File: config.mk
export PLATFORM = sky130hd
export DESIGN_NAME = spi_hold_ctrl
export DESIGN_NICKNAME = d
export VERILOG_FILES = /design/src/rtl/hold_pkg.sv /design/src/rtl/hold_sync.sv /design/src/rtl/hold_mode_latch.sv /design/src/rtl/hold_fsm.sv /design/src/rtl/hold_shifter.sv /design/src/rtl/spi_hold_ctrl.sv
export SDC_FILE = /design/constraint.sdc
export NUM_CORES = 1
export LEC_CHECK = 0
export BUFFER_PORTS_ARGS = -buffer_cell sky130_fd_sc_hd__buf_4
export CAP_MARGIN = 20
export CORE_UTILIZATION = 53
export DETAILED_ROUTE_END_ITERATION = 7
export GPL_TIMING_DRIVEN = 0
export HOLD_SLACK_MARGIN = 0.03
export PLACE_DENSITY = 0.82
export SETUP_SLACK_MARGIN = 0.15
export SLEW_MARGIN = 20
export SYNTH_ARGS = -nofsm -noshare
export SYNTH_HDL_FRONTEND = slang
export SYNTH_SLANG_ARGS = --single-unit
export TNS_END_PERCENT = 1
File: constraint.sdc
create_clock -name clk -period 2.2 [get_ports clk]
set_input_delay 0 -clock clk [delete_from_list [all_inputs] [get_ports clk]]
set_output_delay 0 -clock clk [all_outputs]
set_load 0.005 [all_outputs]
File: src/rtl/hold_pkg.sv
package hold_pkg;
  typedef enum logic {ST_RUN = 1'b0, ST_PAUSE = 1'b1} hold_st_t;
  localparam int SYNC_STAGES = 2;
endpackage

File: src/rtl/hold_sync.sv
module hold_sync #(
  parameter int W = 4,
  parameter logic [W-1:0] INIT = '0
) (
  input  logic         clk,
  input  logic         por_n,
  input  logic [W-1:0] d_i,
  output logic [W-1:0] q_o
);
  for (genvar b = 0; b < W; b++) begin : g_bit
    logic [hold_pkg::SYNC_STAGES-1:0] pipe;
    always_ff @(posedge clk or negedge por_n) begin
      if (!por_n) pipe <= {hold_pkg::SYNC_STAGES{INIT[b]}};
      else        pipe <= {pipe[hold_pkg::SYNC_STAGES-2:0], d_i[b]};
    end
    assign q_o[b] = pipe[hold_pkg::SYNC_STAGES-1];
  end
endmodule

File: src/rtl/hold_mode_latch.sv
module hold_mode_latch (
  input  logic clk,
  input  logic por_n,
  input  logic set_i,
  output logic mode_o
);
  logic mode_q;
  always_ff @(posedge clk or negedge por_n) begin
    if (!por_n)     mode_q <= 1'b0;
    else if (set_i) mode_q <= 1'b1;
  end
  assign mode_o = mode_q;


  mode_sticky_chk: assert property (@(posedge clk) disable iff (!por_n)
    mode_q |=> mode_q);
endmodule

File: src/rtl/hold_fsm.sv
module hold_fsm
  import hold_pkg::*;
(
  input  logic clk,
  input  logic por_n,
  input  logic mode_hold_i,
  input  logic pin_i,
  input  logic sck_i,
  input  logic cs_n_i,
  output logic hold_o
);
  hold_st_t st_q;

  always_ff @(posedge clk or negedge por_n) begin
    if (!por_n) st_q <= ST_RUN;
    else begin
      case (st_q)
        ST_RUN:
          if (mode_hold_i && !pin_i && !cs_n_i && !sck_i) st_q <= ST_PAUSE;
        ST_PAUSE:
          if (cs_n_i || (pin_i && !sck_i)) st_q <= ST_RUN;
        default: st_q <= ST_RUN;
      endcase
    end
  end
  assign hold_o = (st_q == ST_PAUSE);


  no_hold_in_reset_fn_chk: assert property (@(posedge clk) disable iff (!por_n)
    !mode_hold_i |=> !hold_o);

  entry_sck_low_chk: assert property (@(posedge clk) disable iff (!por_n)
    $rose(hold_o) |-> $past(!sck_i && !cs_n_i));

  exit_sck_low_chk: assert property (@(posedge clk) disable iff (!por_n)
    $fell(hold_o) |-> $past(cs_n_i || !sck_i));

  cs_release_chk: assert property (@(posedge clk) disable iff (!por_n)
    (hold_o && cs_n_i) |=> !hold_o);
endmodule

File: src/rtl/hold_shifter.sv
module hold_shifter #(
  parameter int BITS = 8,
  localparam int CW = $clog2(BITS)
) (
  input  logic            clk,
  input  logic            por_n,
  input  logic            clr_i,
  input  logic            cs_n_i,
  input  logic            hold_i,
  input  logic            sck_i,
  input  logic            si_i,
  output logic [BITS-1:0] data_o,
  output logic [CW-1:0]   cnt_o
);
  logic [BITS-1:0] data_q;
  logic [CW-1:0]   cnt_q;
  logic            sck_prev;
  logic            rise;

  assign rise = sck_i && !sck_prev;

  always_ff @(posedge clk or negedge por_n) begin
    if (!por_n) begin
      data_q   <= '0;
      cnt_q    <= '0;
      sck_prev <= 1'b0;
    end else begin
      sck_prev <= sck_i;
      if (clr_i) begin
        data_q <= '0;
        cnt_q  <= '0;
      end else if (cs_n_i) begin
        cnt_q <= '0;
      end else if (rise && !hold_i) begin
        data_q <= {data_q[BITS-2:0], si_i};
        cnt_q  <= (cnt_q == CW'(BITS - 1)) ? '0 : cnt_q + CW'(1);
      end
    end
  end
  assign data_o = data_q;
  assign cnt_o  = cnt_q;


  frozen_in_hold_chk: assert property (@(posedge clk) disable iff (!por_n)
    (hold_i && !cs_n_i && !clr_i) |=> ($stable(cnt_q) && $stable(data_q)));

  clear_empties_chk: assert property (@(posedge clk) disable iff (!por_n)
    clr_i |=> (cnt_q == '0 && data_q == '0));
endmodule

File: src/rtl/spi_hold_ctrl.sv
module spi_hold_ctrl #(
  parameter int BITS = 8,
  localparam int CW = $clog2(BITS)
) (
  input  logic            clk,
  input  logic            por_n,
  input  logic            cs_n,
  input  logic            sck,
  input  logic            si,
  input  logic            hold_rst_n,
  input  logic            en_hold_cmd,
  output logic            pin_hold_mode,
  output logic            hold_active,
  output logic            so_oe,
  output logic            iface_clr,
  output logic [BITS-1:0] rx_data,
  output logic [CW-1:0]   bit_cnt
);
  logic [3:0] raw, synced;
  logic cs_s, sck_s, si_s, pin_s;
  logic mode, hold, clr;

  assign raw = {cs_n, sck, si, hold_rst_n};

  hold_sync #(.W(4), .INIT(4'b1001)) u_sync (
    .clk(clk), .por_n(por_n), .d_i(raw), .q_o(synced)
  );
  assign {cs_s, sck_s, si_s, pin_s} = synced;

  hold_mode_latch u_mode (
    .clk(clk), .por_n(por_n), .set_i(en_hold_cmd), .mode_o(mode)
  );

  hold_fsm u_fsm (
    .clk(clk), .por_n(por_n), .mode_hold_i(mode), .pin_i(pin_s),
    .sck_i(sck_s), .cs_n_i(cs_s), .hold_o(hold)
  );

  assign clr = !mode && !pin_s;

  hold_shifter #(.BITS(BITS)) u_shift (
    .clk(clk), .por_n(por_n), .clr_i(clr), .cs_n_i(cs_s), .hold_i(hold),
    .sck_i(sck_s), .si_i(si_s), .data_o(rx_data), .cnt_o(bit_cnt)
  );

  assign pin_hold_mode = mode;
  assign hold_active   = hold;
  assign iface_clr     = clr;
  assign so_oe         = !cs_s && !hold && !clr;


  oe_off_in_hold_chk: assert property (@(posedge clk) disable iff (!por_n)
    hold_active |-> !so_oe);
endmodule

## Word-level counts from Yosys, hierarchy flattened

Index checks and enable logic that the tools add are counted.

- Flip-flop bits (word level): 22
- Word-level logic and storage cells: 43

- $add $sub $neg: 1
- Equality and inequality tests: 2
- Multiplexer cells: 10
- Bitwise gates (word level): 1
- Reduce and logical (&&, ||, !) cells: 20

Operators by type and width:

| operator | number |
|---|---|
| two-way mux 8 bit | 3 |
| two-way mux 3 bit | 4 |
| logical AND 1 bit | 9 |
| zero test 1 bit | 7 |
| adder 3 x 1 -> 3 bit, second input constant | 1 |
| equality test 3 bit, second input constant | 1 |
| nonzero test 3 bit | 1 |
| two-way mux 1 bit | 2 |
| != test 2 bit, second input constant | 1 |
| case mux 1 bit (2 select lines) | 1 |
| AND reduction 2 bit | 1 |
| nonzero test 2 bit | 1 |
| logical OR 1 bit | 1 |
| inverter 1 bit | 1 |

## Logic depth before layout (Yosys ltp)

- Depth in word-level cells: 6
- Mapped depth: 5

## Modules after synthesis

A second synthesis with hierarchy kept.

- Cell total of the unflattened synthesis: 66
- Area, all modules: 935.9 µm²

Modules (own cells, without submodules):

| module | instances | cells an instance | area an instance (µm²) | seq. area each (µm²) |
|---|---|---|---|---|
| hold_shifter | 1 | 45 | 599.3 | 300.3 |
| hold_sync | 1 | 12 | 235.2 | 205.2 |
| hold_fsm | 1 | 5 | 53.8 | 25.0 |
| hold_mode_latch | 1 | 2 | 31.3 | 25.0 |
| spi_hold_ctrl | 1 | 2 | 16.3 | 0.0 |

## Worst setup path after synthesis

OpenSTA, ideal clock, no wires.

- Path kind: reg-to-reg
- Start: reg u_sync.g_bit[3].pipe[1] in the netlist's numbering
- End: reg u_shift.data_q[0] (netlist: u_shift.data_o[0])
- Setup time: 0.138 ns
- Data arrival time: 1.231 ns
- Path slack: 0.831 ns
- Cell stages (with the launch flop): 6
- Path buffers: 2
- Period minus slack after synthesis: 1.369 ns
- Cells stage by stage: dfstp_2 -> buf_6 -> or4b_4 -> buf_6 -> nand2_1 -> a21oi_1

- Cells in the longest elaborated chain, start to end: 2

Ends and longest elaborated chain:

| item | line | RTL |
|---|---|---|
| from (decl) | hold_sync.sv:11 | `logic [hold_pkg::SYNC_STAGES-1:0] pipe;` |
| from (signal assigned) | hold_sync.sv:13 | `if (!por_n) pipe <= {hold_pkg::SYNC_STAGES{INIT[b]}};` |
| from (signal assigned) | hold_sync.sv:14 | `else pipe <= {pipe[hold_pkg::SYNC_STAGES-2:0], d_i[b]};` |
| != test 2 bit (no source line) | - |  |
| AND reduction 2 bit (no source line) | - |  |
| to (signal assigned) | hold_shifter.sv:35 | `data_q <= {data_q[BITS-2:0], si_i};` |
| to (decl) | hold_shifter.sv:15 | `logic [BITS-1:0] data_q;` |

Every way passes these cells.
A chain may end at the register's enable or synchronous reset.

## Final worst setup path

- Start: reg u_mode.mode_q (netlist: u_mode.mode_o)
- End: out so_oe

- Cells in the longest elaborated chain, start to end: 4

Ends and longest elaborated chain:

| item | line | RTL |
|---|---|---|
| from (decl) | hold_mode_latch.sv:7 | `logic mode_q;` |
| from (signal assigned) | hold_mode_latch.sv:9 | `if (!por_n) mode_q <= 1'b0;` |
| from (signal assigned) | hold_mode_latch.sv:10 | `else if (set_i) mode_q <= 1'b1;` |
| zero test 1 bit | spi_hold_ctrl.sv:39 | `assign clr = !mode && !pin_s;` |
| logical AND 1 bit | spi_hold_ctrl.sv:39 |  |
| zero test 1 bit | spi_hold_ctrl.sv:49 | `assign so_oe = !cs_s && !hold && !clr;` |
| logical AND 1 bit | spi_hold_ctrl.sv:49 |  |
| to (decl) | spi_hold_ctrl.sv:14 | `output logic so_oe,` |

Every way passes these cells.

==> run metrics <==
Avg Cell Area, Syn 12.5 sq um; PortBufs 21; largest area contributor in the netlist dfrtp_1; P_int 0.608 mW; simple logic cell fraction of the synthesized area 0.172; Area Growth Syn to Fin 31.4%; largest net degree at the start of global routing 23; Yosys Warn Count 0; clock sinks 22; Clock Latency Late Sink about 0.3 ns; Antenna Nets Post-Route 0; Initial Util 0.605; I/O pin total 22; maxcap violations 0; Final TNS setup 0 ns; post-synth cell types 16; Clock power frac 0.226; Post-Route WL roughly 1.5 mm; CP endpoint kind primary output; multiplexer share of the synthesized area 0.0359; sequential power share 0.600; die height 41.7 microns; clk root buf clkbuf_4; Die Span X around 42 microns; pwr/cell area about 740 mW/mm^2; largest family of logic cells by synthesized area simple AND/OR/NAND/NOR gates; Iteration-0 DRC Markers 21; final period utilization 0.736; Setup CP Type flip-flop to primary output; RSZ-0062 raised after global routing no; Via Count between 600 and 700; XOR/XNOR share of the synthesized area 0; cts repair resizes 0; Final nets between 100 and 150; layout cell share with drive strength beyond 1 0.347; post-synthesis sequential area ratio 0.664; row count 13; compound-cell area share of the yosys netlist 0.0628; CP startpoint kind flip-flop; top cell type's share of synthesized area 0.538; Worst EP arrival approximately 1.6 ns; fmax 617 MHz; die area 0.00174 sq mm; Placer Congestion 0.706; Leakage 0.525 nW; Max H-tree Level 1; Hold Path Class input port to asynchronous set/reset pin; worst slew pin tran 0.470 ns; main area contributors after synthesis dfrtp_1, dfstp_2, nand2_1, a21oi_1, mux2i_1; status completed; Hold Violations, Final 0; Max VDD drop 0.506 mV; Synth Cell Area 837 sq um; clock-pin slew on the worst setup and hold paths 0.11 ns; Final Core Density 0.795; crit-path max FO 10; Logic pwr share 0.174; relative slew slack 0.686; ant diodes 0; DRT Pass-1 Iters 4; via/cell ratio ~5.4; area of the core ~0.0014 sq mm; Num CTS Buffers 3; sw frac 0.249; deepest clock path buffer count 2; setup violators final 0; WP data required 2.20 ns; number of global-route vias before repair slightly above 600; Syn Inst Count 67; Synth Register Bits 22; TritonCTS clock tree yes; grt ovf 0; drt wl/cell 13.7 microns; DRC Markers 0; max-slew violations 0; initial antenna violation count 0; FILL cells 89; first-pass GRT wire length 2.64 mm; syn nets 76; Tot GR Track Use 0.202; CTS Hold Bufs 6; Setup Skew 0.00824 ns; total power around 0.8 mW; Adder-Cell Fraction of Synth Area 0.0299; Post-CTS Setup Inserts 0; post-DP HPWL roughly 1.1 mm; P_sw 0.201 mW; Tmin final 1.62 ns
final cells by class:
type / count / area, sq um / area share
multi-input combinational: 41 / 251 / 0.229
tap: 15 / 18.8 / 0.0171
clock buffer: 4 / 26.3 / 0.0239
timing repair buffer: 27 / 218 / 0.198
sequential: 22 / 556 / 0.505
buffer: 3 / 26.3 / 0.0239
inverter: 1 / 3.75 / 0.00341
worst max-delay path, stage by stage, from the launching register on:
cell	delay [ns]
dfrtp_1	0.44
nor2_1	0.24
clkbuf_1	0.41
nor3_1	0.08
buf_4	0.15
power by group through the flow:
stage	registers (mW)	logic, mW	clock network, mW
floorplan	0.492	0.0496	0
global placement	0.489	0.129	0
detailed placement	0.494	0.134	0
CTS	0.486	0.143	0.186
global route	0.492	0.155	0.203
finish	0.485	0.141	0.183
synth_stat cells:
library cell	instances
nor3b_2	1
nor2_1	2
inv_1	1
nor4b_4	1
nand2_1	16
a21oi_1	9
ha_1	2
or2_2	1
dfstp_2	4
or4b_4	1
clkbuf_1	1
a211oi_1	1
dfrtp_1	18
mux2i_1	3
buf_6	2
nor3_1	4
logic make-up after synthesis:
family	count (synthesis)
AND/OR/NAND/NOR	26
flip-flops	22
AO/OA/AOI/OAI	10
buffers and inverters	4
multiplexers	3
adder cells (fa/ha/maj)	2
registers in the layout (all words and copies together) (netlist names):
name and count:
u_shift.data_o 8, u_sync.g_bit.pipe 8, u_shift.cnt_o 3, u_fsm.hold_o 1, u_mode.mode_o 1, u_shift.sck_prev 1
final timing paths:
kind | from | end | slack, ns | cells after the start
max in group asynchronous | por_n | u_sync.g_bit[3].pipe[0]$_DFF_PN1_ | 1.82 | 2
min in group clk | si | u_sync.g_bit[1].pipe[0]$_DFF_PN0_ | 0.33 | 2
setup / recovery | u_mode.mode_o$_DFFE_PN0P_ | so_oe | 0.58 | 4
hold reg to reg | u_sync.g_bit[2].pipe[0]$_DFF_PN0_ | u_sync.g_bit[2].pipe[1]$_DFF_PN0_ | 0.36 | 0
setup reg to reg | u_sync.g_bit[3].pipe[1]$_DFF_PN1_ | u_shift.data_o[0]$_DFFE_PN0P_ | 0.76 | 5
hold / removal | por_n | u_sync.g_bit[2].pipe[1]$_DFF_PN0_ | 0.11 | 2
routing by layer:
metal / vias up / track usage / part of all wire
li1: 288 / - / -
met1: 304 / 0.235 / 0.41
met2: 18 / 0.359 / 0.52
met3: 5 / 0.0435 / 0.043
met4: 0 / 0.0774 / 0.019
met5: - / 0 / 0
cell usage in the layout, fill, tap and decap left out:
cell type      count
ha_1               2
nor3_1             4
dlygate4sd3_1      6
dfrtp_1           18
or4b_4             1
dfstp_2            4
a211oi_1           1
buf_4             21
a21oi_1            9
mux2i_1            3
nor3b_2            1
buf_6              2
inv_1              1
clkbuf_1           2
or2_2              1
clkbuf_4           3
nand2_1           16
nor2_1             2
nor4b_4            1
through the flow:
step,worst slack (ns),hold WS (ns),cell area [sq um],instances
2_1_floorplan,0.831,-0.296,837,67
3_3_place_gp,0.797,-0.103,1010,103
3_5_place_dp,0.766,-0.102,1010,103
4_1_cts,0.593,0.106,1100,113
5_1_grt,0.484,0.126,1100,113
6_report,0.580,0.106,1100,113
Note: power is estimated with default switching activity, not from simulation.
